File: src/rtl/irq_pkg.sv
package irq_pkg;
    // Register offsets; each group holds one word per half, 4 bytes apart
    localparam int MASK_BASE  = 'h10;
    localparam int EVT_BASE   = 'h18;
    localparam int ACK_BASE   = 'h20;
    localparam int WORD_BYTES = 4;

    typedef enum logic [1:0] {
        KIND_NONE,
        KIND_MASK,
        KIND_EVT,
        KIND_ACK
    } reg_kind_e;
endpackage

File: src/rtl/irq_ev_half.sv
module irq_ev_half #(
    parameter int W = 32
) (
    input  logic         clk,
    input  logic         rst_n,
    input  logic         mask_we,
    input  logic         ack_we,
    input  logic [W-1:0] wdata,
    input  logic [W-1:0] pulse,
    output logic [W-1:0] mask_q,
    output logic [W-1:0] evt_q,
    output logic         any_o
);
    logic [W-1:0] clr_bits;
    logic [W-1:0] set_bits;
    logic [W-1:0] evt_d;

    always_comb begin
        clr_bits = ack_we ? wdata : '0;
        set_bits = pulse & ~mask_q;
        // a capture in the same edge overrides the clear
        evt_d    = (evt_q & ~clr_bits) | set_bits;
    end

    always_ff @(posedge clk or negedge rst_n) begin
        if (!rst_n) begin
            mask_q <= '1;
            evt_q  <= '0;
        end else begin
            if (mask_we) begin
                mask_q <= wdata;
            end
            evt_q <= evt_d;
        end
    end

    assign any_o = |evt_q;

    AST_NO_MASKED_SET: assert property (@(posedge clk) disable iff (!rst_n)
        ((evt_q & ~$past(evt_q) & ~$past(pulse & ~mask_q)) == '0));
    AST_CAPTURE_WINS: assert property (@(posedge clk) disable iff (!rst_n)
        (($past(pulse & ~mask_q) & ~evt_q) == '0));
    AST_HOLD_UNTIL_ACK: assert property (@(posedge clk) disable iff (!rst_n)
        (($past(evt_q) & ~$past(clr_bits) & ~evt_q) == '0));
    AST_ACK_CLEARS: assert property (@(posedge clk) disable iff (!rst_n)
        (($past(clr_bits & ~(pulse & ~mask_q)) & evt_q) == '0));
endmodule

File: src/rtl/irq_regdec.sv
module irq_regdec
    import irq_pkg::*;
#(
    parameter int ADDR_W = 8,
    parameter int W      = 32,
    parameter int NH     = 2
) (
    input  logic              clk,
    input  logic              rst_n,
    input  logic [ADDR_W-1:0] addr,
    input  logic              we,
    input  logic [NH*W-1:0]   mask_all,
    input  logic [NH*W-1:0]   evt_all,
    output logic [NH-1:0]     mask_we,
    output logic [NH-1:0]     ack_we,
    output logic [W-1:0]      rdata
);
    reg_kind_e    kind [NH];
    logic [W-1:0] part [NH];

    for (genvar h = 0; h < NH; h++) begin : g_dec
        localparam logic [ADDR_W-1:0] MASK_OFF = ADDR_W'(MASK_BASE + WORD_BYTES * h);
        localparam logic [ADDR_W-1:0] EVT_OFF  = ADDR_W'(EVT_BASE + WORD_BYTES * h);
        localparam logic [ADDR_W-1:0] ACK_OFF  = ADDR_W'(ACK_BASE + WORD_BYTES * h);

        always_comb begin
            if (addr == MASK_OFF)      kind[h] = KIND_MASK;
            else if (addr == EVT_OFF)  kind[h] = KIND_EVT;
            else if (addr == ACK_OFF)  kind[h] = KIND_ACK;
            else                       kind[h] = KIND_NONE;
        end

        always_comb begin
            unique case (kind[h])
                KIND_MASK: part[h] = mask_all[h*W +: W];
                KIND_EVT:  part[h] = evt_all[h*W +: W];
                default:   part[h] = '0;
            endcase
        end

        assign mask_we[h] = we && (kind[h] == KIND_MASK);
        assign ack_we[h]  = we && (kind[h] == KIND_ACK);

        AST_ACK_READS_ZERO: assert property (@(posedge clk) disable iff (!rst_n)
            (addr == ACK_OFF) |-> (rdata == '0));
    end

    always_comb begin
        rdata = '0;
        for (int h = 0; h < NH; h++) begin
            rdata = rdata | part[h];
        end
    end

    AST_ONE_STROBE: assert property (@(posedge clk) disable iff (!rst_n)
        $onehot0({mask_we, ack_we}));
endmodule

File: src/rtl/irq_latch_ctrl.sv
module irq_latch_ctrl #(
    parameter int ADDR_W = 8,
    parameter int HALF_W = 32,
    parameter int NUM_HALVES = 2
) (
    input  logic                         clk,
    input  logic                         rst_n,
    input  logic [ADDR_W-1:0]            bus_addr,
    input  logic                         bus_we,
    input  logic [HALF_W-1:0]            bus_wdata,
    output logic [HALF_W-1:0]            bus_rdata,
    input  logic [NUM_HALVES*HALF_W-1:0] evt_i,
    output logic                         irq_o
);
    localparam int TOTAL = NUM_HALVES * HALF_W;

    logic [NUM_HALVES-1:0] mask_we;
    logic [NUM_HALVES-1:0] ack_we;
    logic [NUM_HALVES-1:0] any_h;
    logic [TOTAL-1:0]      mask_all;
    logic [TOTAL-1:0]      evt_all;

    irq_regdec #(
        .ADDR_W(ADDR_W),
        .W     (HALF_W),
        .NH    (NUM_HALVES)
    ) dec_i (
        .clk     (clk),
        .rst_n   (rst_n),
        .addr    (bus_addr),
        .we      (bus_we),
        .mask_all(mask_all),
        .evt_all (evt_all),
        .mask_we (mask_we),
        .ack_we  (ack_we),
        .rdata   (bus_rdata)
    );

    for (genvar h = 0; h < NUM_HALVES; h++) begin : g_half
        irq_ev_half #(.W(HALF_W)) half_i (
            .clk    (clk),
            .rst_n  (rst_n),
            .mask_we(mask_we[h]),
            .ack_we (ack_we[h]),
            .wdata  (bus_wdata),
            .pulse  (evt_i[h*HALF_W +: HALF_W]),
            .mask_q (mask_all[h*HALF_W +: HALF_W]),
            .evt_q  (evt_all[h*HALF_W +: HALF_W]),
            .any_o  (any_h[h])
        );
    end

    assign irq_o = |any_h;

    AST_IRQ_NEEDS_EVENT: assert property (@(posedge clk) disable iff (!rst_n)
        $rose(irq_o) |-> $past(|evt_i));
endmodule

File: config.mk
export PLATFORM = sky130hd
export DESIGN_NAME = irq_latch_ctrl
export DESIGN_NICKNAME = d
export VERILOG_FILES = /design/src/rtl/irq_pkg.sv /design/src/rtl/irq_ev_half.sv /design/src/rtl/irq_regdec.sv /design/src/rtl/irq_latch_ctrl.sv
export SDC_FILE = /design/constraint.sdc
export NUM_CORES = 1
export LEC_CHECK = 0
export BUFFER_PORTS_ARGS = -buffer_cell sky130_fd_sc_hd__buf_4
export CORE_MARGIN = 2
export CORE_UTILIZATION = 50
export CTS_CLUSTER_DIAMETER = 60
export DETAILED_ROUTE_END_ITERATION = 12
export GPL_TIMING_DRIVEN = 0
export PLACE_DENSITY_LB_ADDON = 0.08
export SLEW_MARGIN = 30
export SYNTH_ARGS = -nofsm -noshare
export SYNTH_HDL_FRONTEND = slang
export SYNTH_SLANG_ARGS = --single-unit
File: constraint.sdc
create_clock -name clk -period 4.3 [get_ports clk]
set_clock_uncertainty 0.15 [all_clocks]
set_input_delay 0 -clock clk [delete_from_list [all_inputs] [get_ports clk]]
set_output_delay 0 -clock clk [all_outputs]
set_load 0.01 [all_outputs]
==> summary.txt <==
Outcome
  • Outcome: finished clean

Detailed routing
  • Initial DRC Count: 913
  • Routed Antenna Nets: 0
  • Number of remaining DRC errors: 0
  • Vias: around 6600
  • Routed WL: roughly 24 mm
  • DRT Pass-1 Iters: 8
  • WL/cell: ~22 um
  • Vias/cell: a little over 6

Worst setup path
  • R2R setup slack: approximately 2.6 ns
  • Crit-path max FO: 10
  • Crit Reg-Reg Startpoint: g_half[1].half_i.mask_q[9]
  • Crit path kind: in2reg
  • FF-to-FF End: g_half[1].half_i.evt_q[9]
  • Reg2Reg Depth: 3
  • Crit end category: register
  • Req. time, crit path: ~4.5 ns
  • WP data arrival: roughly 2.9 ns
  • Setup crit start kind: input port

STA
  • Crit share post-route: 0.634
  • Slew Viols, Final: 0
  • Final Critical Period: about 2.7 ns
  • Setup-failing EPs final: 0
  • Worst Tran Pin Value: roughly 0.8 ns
  • Max Fclk: 0.367 GHz
  • Slew headroom: 0.482
  • Setup TNS Final: 0 ns
  • RSZ-0062 raised after global routing: false
  • Fin. Hold Viols: 0
  • Hold slack: approximately 0.063 ns

Placed design
  • RePlAce Congestion: 0.865
  • Number of buffers added on ports: 138
  • DP HPWL: approximately 14 mm
  • Cells after DPL: about 870

Clocking
  • Clk buf depth: 2
  • Worst-skew pair later-pin latency: approximately 0.42 ns
  • TritonCTS clock tree: yes
  • CTS resizes: 0
  • Num CTS Buffers: 17
  • Reg clk slew, reported paths: approximately 0.060 ns
  • Sink Count: 128
  • Root Driver: clkbuf_16
  • CTS H-tree depth: 4

Global routing
  • GRT overflow: 0
  • Vias in the first global route: 6928
  • Largest net degree at the start of global routing: 64
  • Initial antenna violation count: 0
  • First-pass GRT wire length: about 37 mm
  • All-Layer GR Usage: 0.347

Hold path
  • Worst hold path class: in2reg
  • Hold Crit Start: bus_addr[0]
  • Hold path depth: 4
  • Hold EP: g_half[0].half_i.mask_q[31]

Synth
  • Post-synth EDFFs: 0
  • Share of the synthesized area in the top cell type: 0.261
  • Register area share after synthesis: 0.510
  • Ys Warns: 0
  • Area of the mapped netlist: ~6400 um2
  • Syn Inst Count: roughly 560
  • Unique masters post-synth: 26
  • Synth area leaders: dfstp_2 26%, dfrtp_1 25%, mux2_2 11%, a22o_1 8.7%, nand4_1 6.6%
  • Synth cell count leaders: 68 x nand4_1, 64 x a22o_1, 64 x dfrtp_1, 64 x dfstp_2, 64 x inv_1
  • Yosys reg bits: 128
  • Syn Nets: roughly 660
  • Syn_area_per_cell: between 10 and 15 um2
  • Top-count cell post-synth: nand4_1
  • Most common flop cell mapped by yosys: dfstp_2
  • Synth area leader: dfstp_2
  • Async S/R FF share, synth: 1.00

Floorplan
  • Initial core utilization: 0.512
  • Die area: ~14000 um2
  • Core footprint: between 10000 and 15000 um2
  • Io pins: 140
  • Die Y-Extent: roughly 120 um
  • Die W: ~120 um
  • Num rows: 41

Run
  • Max cap viols: 0

Cells and area
  • Ant. Diodes: 0
  • Fin nets: about 1000
  • Share of cells above drive strength 1: 0.348
  • Finished Layout Cells: roughly 1100
  • Filler instances: roughly 760
  • Area grow syn2layout: 56.7%
  • Core Util, Final: 0.802

Power
  • PwrDens: 332 nW/um2
  • Worst VDD drop: 0.348 mV
  • Leak: 3.87 nW
[metal layers]
| metal | GRT usage | up-vias | wire length [um] |
|---|---|---|---|
| met3 | 0.105 | 61 | 2450 |
| met5 | 0 | - | 0 |
| met2 | 0.555 | 471 | 11300 |
| met1 | 0.445 | 3257 | 9160 |
| met4 | 0.136 | 0 | 624 |
| li1 | - | 2791 | - |
[report_power, final]
group	internal [mW]	total, mW	switching [mW]	leakage, nW
clock	1.16	1.72	0.557	0.333
sequential	1.26	1.28	0.0226	1.22
combinational	0.187	0.351	0.164	2.31
total	2.61	3.35	0.743	3.87
[logic make-up after synthesis]
group	Yosys count	share of synthesized area
compound gates	96	0.136
buf+inv	107	0.0638
flops	128	0.510
mux	96	0.168
simple gates	129	0.122
[placed cells by master, fill, tap and decap left out]
cell	n
clkbuf_1	27
nand3_1	1
nand4_1	68
nor4b_1	2
and4bb_2	1
dlygate4sd3_1	164
a22o_1	64
nor2_1	31
a31oi_1	1
bufinv_16	7
nand2_1	2
buf_4	137
nor4_1	16
buf_2	7
or4b_2	1
mux2_1	34
nand3_2	1
dfrtp_1	64
clkbuf_8	1
clkbuf_16	17
buf_12	1
mux2i_1	1
buf_16	1
or4_1	2
buf_8	1
nor4b_4	1
inv_1	64
clkinv_2	2
inv_6	1
clkinvlp_4	3
a222oi_1	31
nor4b_2	1
nor3_1	1
dfstp_2	64
clkinv_4	1
buf_1	9
nor4_4	1
mux2_2	61
[repair_timing]
action,CTS,global route
setup buffers,0,0
hold endpoints to repair,224,0
hold buffers,165,0
[through the flow]
| stage | cell area, um2 | power (mW) | setup slack, ns |
|---|---|---|---|
| finish | 10100 | 3.35 | 1.57 |
| global route | 10100 | 3.44 | 1.46 |
| CTS | 10100 | 3.35 | 1.67 |
| detailed placement | 7720 | 1.56 | 2.23 |
| global placement | 7690 | 1.55 | 2.20 |
| floorplan | 6430 | 1.39 | 2.85 |
[critical path, cell delays in order]
cell           delay [ns]
dlygate4sd3_1        0.53
buf_4                0.11
nor4b_1              0.22
clkbuf_1             0.43
buf_1                0.57
nand4_1              0.21
a22o_1               0.23
dlygate4sd3_1        0.57
[worst max path at each step]
stage | start | endpoint | depth (start not counted)
after floorplan | bus_addr[2] | g_half[0].half_i.mask_q[12] | 5
final | bus_addr[5] | g_half[1].half_i.evt_q[14] | 8
after global placement | g_half[1].half_i.evt_q[1] | irq_o | 4
after CTS | bus_addr[5] | g_half[1].half_i.evt_q[1] | 8
after detailed placement | g_half[1].half_i.evt_q[1] | irq_o | 4
after global routing | bus_addr[5] | g_half[1].half_i.evt_q[14] | 8
[flip-flops by register name, summed over array words and instances (netlist names)]
register,flops
g_half.half_i.evt_q,64
g_half.half_i.mask_q,64
[final cells by class]
class                      instances  area (um2)  share of cell area
inverter                          64         240              0.0238
buffer                            43         170              0.0169
clock buffer                      18         439              0.0436
sequential                       128        3280               0.326
tap                              172         215              0.0213
clock inverter                    14         260              0.0258
multi-input combinational        321        2740               0.272
timing repair buffer             304        2730               0.271
Power figures use the tool's default switching activity.
